[src/rtl/torus_route_pkg.sv]
package torus_route_pkg;
   // Lowest set bit of a channel vector, kept one-hot.
   function automatic logic [63:0] lowest_bit(input logic [63:0] v);
      return v & (~v + 64'd1);
   endfunction
endpackage

[src/rtl/tr_dim_select.sv]
module tr_dim_select #(
   parameter int unsigned N_DIM     = 3,
   parameter int unsigned DW        = 3,
   parameter int unsigned RW        = 8,
   parameter logic [N_DIM*RW-1:0] RADIX_VEC = {8'd5, 8'd4, 8'd3},
   parameter bit          BIDIR     = 1'b1,
   localparam int unsigned IW       = (N_DIM > 1) ? $clog2(N_DIM) : 1
) (
   input  logic [N_DIM*DW-1:0] cur,
   input  logic [N_DIM*DW-1:0] dst,
   output logic                found,
   output logic [IW-1:0]       dim,
   output logic                neg,
   output logic                hi
);
   logic [N_DIM-1:0] mis_v, neg_v, hi_v;

   for (genvar d = 0; d < N_DIM; d++) begin : g_dim
      localparam logic [31:0] KV = 32'(RADIX_VEC[d*RW +: RW]);
      if (KV < 2 || KV > (32'd1 << DW)) begin : g_bad_radix
         $error("radix of a dimension out of range");
      end
      logic [DW-1:0] c, t;
      logic [31:0]   fwd;
      assign c = cur[d*DW +: DW];
      assign t = dst[d*DW +: DW];
      assign fwd = (t >= c) ? (32'(t) - 32'(c)) : (32'(t) + KV - 32'(c));
      assign mis_v[d] = (c != t);
      assign hi_v[d]  = (c < t);
      if (BIDIR) begin : g_bi
         assign neg_v[d] = (fwd > (KV >> 1));
      end else begin : g_uni
         assign neg_v[d] = 1'b0;
      end
   end

   always_comb begin
      found = 1'b0;
      dim   = '0;
      neg   = 1'b0;
      hi    = 1'b0;
      for (int d = N_DIM - 1; d >= 0; d--) begin
         if (mis_v[d]) begin
            found = 1'b1;
            dim   = IW'(d);
            neg   = neg_v[d];
            hi    = hi_v[d];
         end
      end
   end
endmodule

[src/rtl/tr_vc_select.sv]
module tr_vc_select
   import torus_route_pkg::*;
#(
   parameter int unsigned NUM_VC  = 4,
   parameter int unsigned NUM_LOW = 2,
   parameter int unsigned VC_ORG  = 2
) (
   input  logic [NUM_VC-1:0] busy,
   input  logic              hi,
   output logic [NUM_VC-1:0] grant,
   output logic              blocked
);
   if (NUM_VC < 2 || NUM_VC > 64) begin : g_bad_vc
      $error("channel count must be 2..64");
   end

   if (VC_ORG == 1) begin : g_split
      if (NUM_LOW < 1 || NUM_LOW > NUM_VC - 1) begin : g_bad_low
         $error("low class size out of range");
      end
      localparam logic [NUM_VC-1:0] LOWM = {NUM_VC{1'b1}} >> (NUM_VC - NUM_LOW);
      logic [NUM_VC-1:0] allowed, free;
      logic [63:0]       pick;
      assign allowed = hi ? ~LOWM : LOWM;
      assign free    = allowed & ~busy;
      assign pick    = lowest_bit(64'(free));
      assign grant   = pick[NUM_VC-1:0];
      assign blocked = (free == '0);
   end else if (VC_ORG == 2) begin : g_pool
      localparam logic [NUM_VC-1:0] POOL = {NUM_VC{1'b1}} << 2;
      logic [NUM_VC-1:0] pool_free, esc, esc_free;
      logic [63:0]       pick;
      assign pool_free = POOL & ~busy;
      assign esc       = hi ? NUM_VC'(1) : NUM_VC'(2);
      assign esc_free  = esc & ~busy;
      assign pick      = lowest_bit(64'(pool_free));
      assign grant     = (pool_free != '0) ? pick[NUM_VC-1:0] : esc_free;
      assign blocked   = (pool_free == '0) && (esc_free == '0);
   end else begin : g_bad_org
      $error("channel scheme must be 1 or 2");
      assign grant   = '0;
      assign blocked = 1'b1;
   end
endmodule

[src/rtl/torus_route.sv]
module torus_route #(
   parameter int unsigned N_DIM     = 3,
   parameter int unsigned DW        = 3,
   parameter int unsigned RW        = 8,
   parameter logic [N_DIM*RW-1:0] RADIX_VEC = {8'd5, 8'd4, 8'd3},
   parameter bit          BIDIR     = 1'b1,
   parameter int unsigned VC_ORG    = 2,
   parameter int unsigned NUM_VC    = 4,
   parameter int unsigned NUM_LOW   = 2,
   localparam int unsigned NPORT    = BIDIR ? 2 * N_DIM : N_DIM,
   localparam int unsigned PW       = $clog2(NPORT + 1),
   localparam int unsigned IW       = (N_DIM > 1) ? $clog2(N_DIM) : 1
) (
   input  logic                    clk,
   input  logic                    rst_n,
   input  logic                    hdr_valid,
   input  logic [N_DIM*DW-1:0]     cur_addr,
   input  logic [N_DIM*DW-1:0]     dst_addr,
   input  logic [NPORT*NUM_VC-1:0] vc_busy,
   output logic                    out_valid,
   output logic [PW-1:0]           out_port,
   output logic                    out_eject,
   output logic [NUM_VC-1:0]       out_vc_req,
   output logic                    out_blocked
);
   if (N_DIM < 1) begin : g_bad_dim
      $error("at least one dimension is needed");
   end

   logic              found, neg, hi, blocked;
   logic [IW-1:0]     dim;
   logic [PW-1:0]     port_nxt, sel_idx;
   logic [NUM_VC-1:0] busy_sel, grant;
   logic [NUM_VC-1:0] busy_arr [NPORT];

   tr_dim_select #(
      .N_DIM(N_DIM), .DW(DW), .RW(RW), .RADIX_VEC(RADIX_VEC), .BIDIR(BIDIR)
   ) u_dim (
      .cur(cur_addr), .dst(dst_addr), .found(found), .dim(dim), .neg(neg), .hi(hi)
   );

   if (BIDIR) begin : g_port_bi
      assign port_nxt = found ? ((PW'(dim) << 1) | PW'(neg)) : PW'(NPORT);
   end else begin : g_port_uni
      assign port_nxt = found ? PW'(dim) : PW'(NPORT);
   end

   for (genvar p = 0; p < NPORT; p++) begin : g_busy
      assign busy_arr[p] = vc_busy[p*NUM_VC +: NUM_VC];
   end
   assign sel_idx  = found ? port_nxt : '0;
   assign busy_sel = busy_arr[sel_idx];

   tr_vc_select #(
      .NUM_VC(NUM_VC), .NUM_LOW(NUM_LOW), .VC_ORG(VC_ORG)
   ) u_vc (
      .busy(busy_sel), .hi(hi), .grant(grant), .blocked(blocked)
   );

   logic [NUM_VC-1:0] busy_q;

   always_ff @(posedge clk or negedge rst_n) begin
      if (!rst_n) begin
         out_valid   <= 1'b0;
         out_port    <= '0;
         out_eject   <= 1'b0;
         out_vc_req  <= '0;
         out_blocked <= 1'b0;
         busy_q      <= '0;
      end else begin
         out_valid <= hdr_valid;
         if (hdr_valid) begin
            out_port    <= port_nxt;
            out_eject   <= !found;
            out_vc_req  <= found ? grant : '0;
            out_blocked <= found && blocked;
            busy_q      <= found ? busy_sel : '0;
         end
      end
   end


   valid_follow_chk: assert property (@(posedge clk) disable iff (!rst_n)
      hdr_valid |=> out_valid);

   req_onehot_chk: assert property (@(posedge clk) disable iff (!rst_n)
      $onehot0(out_vc_req));

   blocked_quiet_chk: assert property (@(posedge clk) disable iff (!rst_n)
      out_blocked |-> (out_vc_req == '0));

   no_busy_grant_chk: assert property (@(posedge clk) disable iff (!rst_n)
      out_valid |-> ((out_vc_req & busy_q) == '0));

   eject_clean_chk: assert property (@(posedge clk) disable iff (!rst_n)
      (out_valid && out_eject) |-> (!out_blocked && out_vc_req == '0 && out_port == PW'(NPORT)));
endmodule

[config.mk]
export PLATFORM = sky130hd
export DESIGN_NAME = torus_route
export DESIGN_NICKNAME = d
export VERILOG_FILES = /design/src/rtl/torus_route_pkg.sv /design/src/rtl/tr_dim_select.sv /design/src/rtl/tr_vc_select.sv /design/src/rtl/torus_route.sv
export SDC_FILE = /design/constraint.sdc
export NUM_CORES = 1
export LEC_CHECK = 0
export BUFFER_PORTS_ARGS = -buffer_cell sky130_fd_sc_hd__buf_2
export CAP_MARGIN = 30
export CORE_MARGIN = 8
export CORE_UTILIZATION = 25
export DETAILED_ROUTE_END_ITERATION = 7
export GPL_TIMING_DRIVEN = 0
export PLACE_DENSITY = 0.56
export SETUP_SLACK_MARGIN = 0.3
export SYNTH_ARGS = -nofsm -noshare
export SYNTH_HDL_FRONTEND = slang
export SYNTH_SLANG_ARGS = --single-unit
[constraint.sdc]
create_clock -name clk -period 0.8 [get_ports clk]
set_input_delay 0.24 -clock clk [delete_from_list [all_inputs] [get_ports clk]]
set_output_delay 0.24 -clock clk [all_outputs]
set_load 0.005 [all_outputs]
Word-level counts from Yosys, hierarchy flattened
Index checks and enable logic that the tools add are counted.

operators by class
  equal/unequal tests = 3
  reduce and logical (&&, ||, !) cells = 6
  bitwise gates (word level) = 6
  add/sub/neg operators = 10
  $lt $le $gt $ge = 10
  mux-type cells = 23

operators with widths
  operator                                                                number
  32-bit 2-to-1 mux                                                       3
  32-bit by 3-bit subtractor with 32-bit output                           3
  32-bit by 2-bit > comparator with 1-bit output (second input constant)  2
  32-bit by 1-bit > comparator with 1-bit output (second input constant)  1
  4-bit 2-to-1 mux                                                        4
  4-bit binary-select mux with 3-bit select                               1
  3-bit by 3-bit subtractor with 4-bit output                             3
  3-bit >= comparator                                                     3
  3-bit less-than comparator                                              3
  1-bit 2-to-1 mux                                                        9
  3-bit inequality test                                                   3
  3-bit by 3-bit adder with 4-bit output (second input constant)          2
  4-bit bitwise AND                                                       2
  4-bit logical NOT                                                       2
  2-bit 2-to-1 mux                                                        4
  4-bit inverter                                                          2
  3-bit 2-to-1 mux                                                        2
  3-bit by 2-bit adder with 4-bit output (second input constant)          1
  4-bit by 1-bit adder with 4-bit output (second input constant)          1
  4-bit >= comparator (second input constant)                             1
  3-bit inverter with 4-bit output                                        1
  4-bit nonzero test                                                      1
  3-bit by 1-bit bitwise OR with 3-bit output                             1
  1-bit logical AND                                                       2
  1-bit logical NOT                                                       1

word-level totals
  input port bits = 45
  output and inout port bits = 10
  register bits after elaboration = 10
  logic and storage cells = 63

Logic depth before layout (Yosys ltp)
  depth after elaboration = 20
  depth in mapped cells = 15

Modules after synthesis
From an unflattened synthesis, not the netlist that was laid out.

unflattened totals
  cells, all modules = 180
  area total of the unflattened synthesis = 1550.2 µm²

modules (own cells, without submodules)
  module         cells each  times used  area an instance (µm²)
  tr_dim_select  98          1           839.6
  torus_route    75          1           668.1
  tr_vc_select   7           1           42.5

Worst setup path before layout
No wires, ideal clock.

  kind = in2reg
  start point = input port dst_addr[0]
  end point = register out_blocked
  library setup time = 0.128 ns
  path slack = -2.191 ns
  data arrival time = 2.863 ns
  data required time = 0.672 ns
  stages = 15
  buffers on the path = 0
  cell sequence = inv_1 > ha_1 > xnor2_1 > ha_1 > and3b_1 > a211oi_2 > ha_1 > nor4bb_1 > nand3_1 > a21o_1 > o2111a_2 > nand2_2 > mux2_4 > a211oi_2 > o41ai_1

between the ends
  cells in the longest elaborated chain, start to end = 17

ends and longest elaborated chain
  element                                                 line                                    source
  start: declaration                                      torus_route.sv:18                       input logic [N_DIM*DW-1:0] dst_addr,
  3-bit by 2-bit adder with 4-bit output                  tr_dim_select.sv:27                     assign fwd = (t >= c) ? (32'(t) - 32'(c)) : (32'(t) + KV - 32'(c));
  32-bit by 3-bit subtractor with 32-bit output           tr_dim_select.sv:27
  32-bit 2-to-1 mux                                       tr_dim_select.sv:27
  32-bit by 1-bit > comparator with 1-bit output          tr_dim_select.sv:31                     assign neg_v[d] = (fwd > (KV >> 1));
  1-bit 2-to-1 mux                                        tr_dim_select.sv:43                     if (mis_v[d]) begin
  3-bit by 1-bit bitwise OR with 3-bit output             torus_route.sv:43                       assign port_nxt = found ? ((PW'(dim) << 1) | PW'(neg)) : PW'(NPORT);
  3-bit 2-to-1 mux                                        torus_route.sv:43
  3-bit 2-to-1 mux                                        torus_route.sv:51                       assign sel_idx = found ? port_nxt : '0;
  3-bit inverter with 4-bit output (implied by the code)  torus_route.sv:52                       assign busy_sel = busy_arr[sel_idx];
  4-bit binary-select mux with 3-bit select               torus_route.sv:52
  4-bit 2-to-1 mux (implied by the code) (2 in series)    torus_route.sv:52
  4-bit inverter                                          tr_vc_select.sv:33, tr_vc_select.sv:35
  4-bit bitwise AND                                       tr_vc_select.sv:35                      assign esc_free = esc & ~busy;
  4-bit logical NOT                                       tr_vc_select.sv:38                      assign blocked = (pool_free == '0) && (esc_free == '0);
  1-bit logical AND                                       tr_vc_select.sv:38
  1-bit logical AND *                                     torus_route.sv:76                       out_blocked <= found && blocked;
  end signal: assignment                                  torus_route.sv:76
  end: declaration                                        torus_route.sv:24                       output logic out_blocked

Every way passes the cells marked *; elsewhere a longest branch is shown, timed or not. The select of a mux whose other input is x is not followed.
A chain may end at the register's enable or synchronous reset.

Worst setup path in the final report
  start point = input port dst_addr[3]
  end point = register out_vc_req[1]

between the ends
  cells in the longest elaborated chain, start to end = 17

ends and longest elaborated chain
  element                                                         line                                    source
  3-bit by 3-bit adder with 4-bit output                          tr_dim_select.sv:27
  32-bit by 3-bit subtractor with 32-bit output                   tr_dim_select.sv:27
  32-bit 2-to-1 mux                                               tr_dim_select.sv:27
  32-bit by 2-bit > comparator with 1-bit output                  tr_dim_select.sv:31
  1-bit 2-to-1 mux (2 in series)                                  tr_dim_select.sv:43
  3-bit by 1-bit bitwise OR with 3-bit output                     torus_route.sv:43
  3-bit 2-to-1 mux                                                torus_route.sv:43
  3-bit 2-to-1 mux                                                torus_route.sv:51
  3-bit inverter with 4-bit output (implied by the code)          torus_route.sv:52
  4-bit binary-select mux with 3-bit select                       torus_route.sv:52
  4-bit 2-to-1 mux (implied by the code) (2 in series)            torus_route.sv:52
  4-bit inverter                                                  tr_vc_select.sv:33, tr_vc_select.sv:35
  4-bit nonzero test / 4-bit bitwise AND (equally long branches)  tr_vc_select.sv:37, tr_vc_select.sv:35
  4-bit 2-to-1 mux                                                tr_vc_select.sv:37                      assign grant = (pool_free != '0) ? pick[NUM_VC-1:0] : esc_free;
  4-bit 2-to-1 mux *                                              torus_route.sv:75                       out_vc_req <= found ? grant : '0;
  end signal: assignment                                          torus_route.sv:75
  end: declaration                                                torus_route.sv:23                       output logic [NUM_VC-1:0] out_vc_req,

Marked as above.

==> metrics.txt <==
status=finished, violations left; violations in the final reports=hold timing, setup timing; worst slack at placement=-2.39 ns; Worst Skew=0 ns; die height=94.8 um; Initial Utilization=approximately a quarter; number of synthesized flops with an enable pin=0; Final setup viols=19; Final Max Slew Viols=0; Reg2Reg Depth=2; vias in the first global route=1577; RSZ-0062 raised after global routing=yes; port bufs=54; Area Growth Syn to Fin=51.9%; routed len/inst=13.6 um; slowest CP cell=fa_2; ys async rst share=between 90% and 100%; Worst Hold Margin=-0.146 ns; all-layer global routing usage=a little under a tenth; register area share after synthesis=between 15 and 20%; via count=~1400; Arr. time, crit path=a little over 3 ns; critical-path maximum fanout=3; dpl hpwl=about 3600 um; minimum clock period=about 2.9 ns; grt total ovfl=0; FF+latch count, synth=10; Total Power=approximately 0.0027 W; crit path cell chain=buf_8, inv_12, ha_4, inv_2, fa_2, fa_2, and4bb_2, nand2_2, o211a_1, o2111a_2, and2_4, o311a_4, a211oi_4, a22o_1; clk_lat worst skew=approximately 0.24 ns; CTS tree=yes; via/cell ratio=about 4.6; Net Count, Synth=approximately 240; worst reg2reg endpoint=out_port[2]; largest net degree at the start of global routing=11; critical path's most frequent cell=fa_2; final period utilization=356%; number of buffers created by CTS=3; Leak=roughly 1.1 nW; First-pass DRT Iterations=4; classification of the worst setup path=in -> reg; Core ar.=~6000 um^2; max_cap viols=0; CP max stage delay=roughly 0.54 ns; Clock Tree Root=clkbuf_8; # diodes=0; Power Density=~1100 nW/um^2; max_slew headroom=approximately three quarters; std cell rows=28; Critical Path End Type=flip-flop; clock sinks=10; peak supply drop=a little over 900 uV; cell count after synthesis=between 150 and 200; Ports=55; Synth cell types=52; CTS H-Tree Depth=1; width of the die=94.8 um; maximum clock rate=351 MHz; CTS clk-pin slew, worst paths=around 0.050 ns; Critical Path Source Type=primary input; Starting DRT DRC Count=20; Most used DFF post-synth=dfrtp_1; min-delay worst type=in -> async; Final Wtd Congestion=approximately 0.76; Mapped Avg Cell Area=~9.5 um^2; first-pass GRT wire length=~6900 um; CTS Buffer Depth=2; initial antenna violation count=0; Post-Syn Area=between 1500 and 2000 um^2; die area=between 8000 and 9000 um^2; DRC=0; Final WS setup=-2.05 ns; Sum Neg Setup Slack=-14.86 ns; DRT Wirelength=between 4000 and 5000 um; FF-to-FF Start=out_port[2]; Yosys warning total=0; slew at the pin with the worst max-slew slack=0.383 ns; fin nets=312; Reg2Reg Setup Slack=-0.07 ns; layout cells sized above 1=a little under three fifths; final hold vios=10; ANT nets after route=0; Required @ worst endpoint=0.98 ns
cells in the final DEF (no fill, tap or decap), drive strengths merged, types with 3 or more instances in the layout:
cell	n
mux2	13
o21ai	6
clkbuf	4
nand2	12
inv	20
o22a	3
fa	8
a211oi	3
nor2b	5
or2	3
nor2	7
buf	70
nand3	4
ha	22
dfrtp	10
a21oi	5
routing by layer:
layer / global-route usage [%] / up-vias / wire length, um
met4: 1.56 / 0 / 0
met2: 15.8 / 31 / 2140
met3: 2.54 / 0 / 270
met5: 0 / - / 0
met1: 11.6 / 688 / 1810
li1: - / 727 / -
kinds of logic after synthesis:
| logic type | Yosys count | share of synthesized area, % |
|---|---|---|
| multiplexers | 14 | 10.3 |
| AND/OR/NAND/NOR | 47 | 19.6 |
| buffers and inverters | 22 | 5.80 |
| adder cells (fa/ha/maj) | 30 | 28.0 |
| XOR/XNOR | 3 | 1.69 |
| flip-flops | 10 | 16.1 |
| AO/OA/AOI/OAI | 37 | 18.5 |
worst max-delay path: cells and delay by family:
kind	cells	cell delay [ns]
and+or+nand+nor	3	0.46
buffers and inverters	3	0.18
adders and majority gates	3	1.01
AOI/OAI and AO/OA	5	1.15
power by group:
group	switching [W]	internal, W
combinational	0.000657	0.000823
sequential	0.0000262	0.000559
clock	0.000208	0.000433
sequential cells by signal (all words and copies together), names as in the netlist:
name / flops
out_blocked: 1
out_valid: 1
out_eject: 1
out_port: 3
out_vc_req: 4
worst max path at each step:
stage	from	end	slack [ns]	cells after the start
2_1_floorplan	dst_addr[3]	out_vc_req[1]	-1.98	13
3_3_place_gp	dst_addr[3]	out_blocked	-2.35	13
3_5_place_dp	dst_addr[1]	out_vc_req[1]	-2.39	16
4_1_cts	dst_addr[3]	out_vc_req[1]	-2.06	14
5_1_grt	dst_addr[3]	out_vc_req[1]	-2.17	14
6_report	dst_addr[3]	out_vc_req[1]	-2.05	14
timing repair:
| action | in CTS | in global routing |
|---|---|---|
| gates resized for setup | 24 | 13 |
| pin swaps | 6 | 11 |
| setup endpoints to repair | 19 | 19 |
| hold endpoints to repair | 10 | 10 |
| setup buffers | 8 | 7 |
cell usage after synthesis, types with 2 or more instances:
| master | number | area, um^2 |
|---|---|---|
| ha_1 | 22 | 275 |
| inv_1 | 21 | 78.8 |
| mux2_2 | 12 | 135 |
| nand2_1 | 11 | 41.3 |
| dfrtp_1 | 10 | 250 |
| fa_1 | 8 | 160 |
| nor2_1 | 6 | 22.5 |
| o21ai_0 | 6 | 30.0 |
| a21oi_1 | 5 | 25.0 |
| nor2b_1 | 5 | 31.3 |
| nand3_1 | 3 | 15.0 |
| o22a_1 | 3 | 26.3 |
| or2_2 | 3 | 18.8 |
| a211oi_2 | 2 | 25.0 |
| a21o_1 | 2 | 15.0 |
| a22o_1 | 2 | 17.5 |
| nand2b_1 | 2 | 12.5 |
| o211ai_1 | 2 | 15.0 |
| o21a_1 | 2 | 15.0 |
| o2bb2ai_1 | 2 | 17.5 |
| or2b_1 | 2 | 15.0 |
| xnor2_1 | 2 | 17.5 |
per-stage QoR:
step | cells | instance area, um^2 | util [%]
floorplan | 163 | 1650 | -
global placement | 292 | 2020 | 33.9
detailed placement | 292 | 2020 | 33.9
CTS | 304 | 2240 | 37.7
global route | 311 | 2360 | 39.6
finish | 311 | 2360 | 39.6
layout make-up:
class,count,area (um^2)
clock buffers,4,55.1
plain buffers,1,11.3
well taps,75,93.8
fillers,615,3600
inverters,21,100
repair buffers,69,438
flip-flops and latches,10,250
multi-input cells,131,1410
Note: power is estimated with default switching activity, not from simulation.
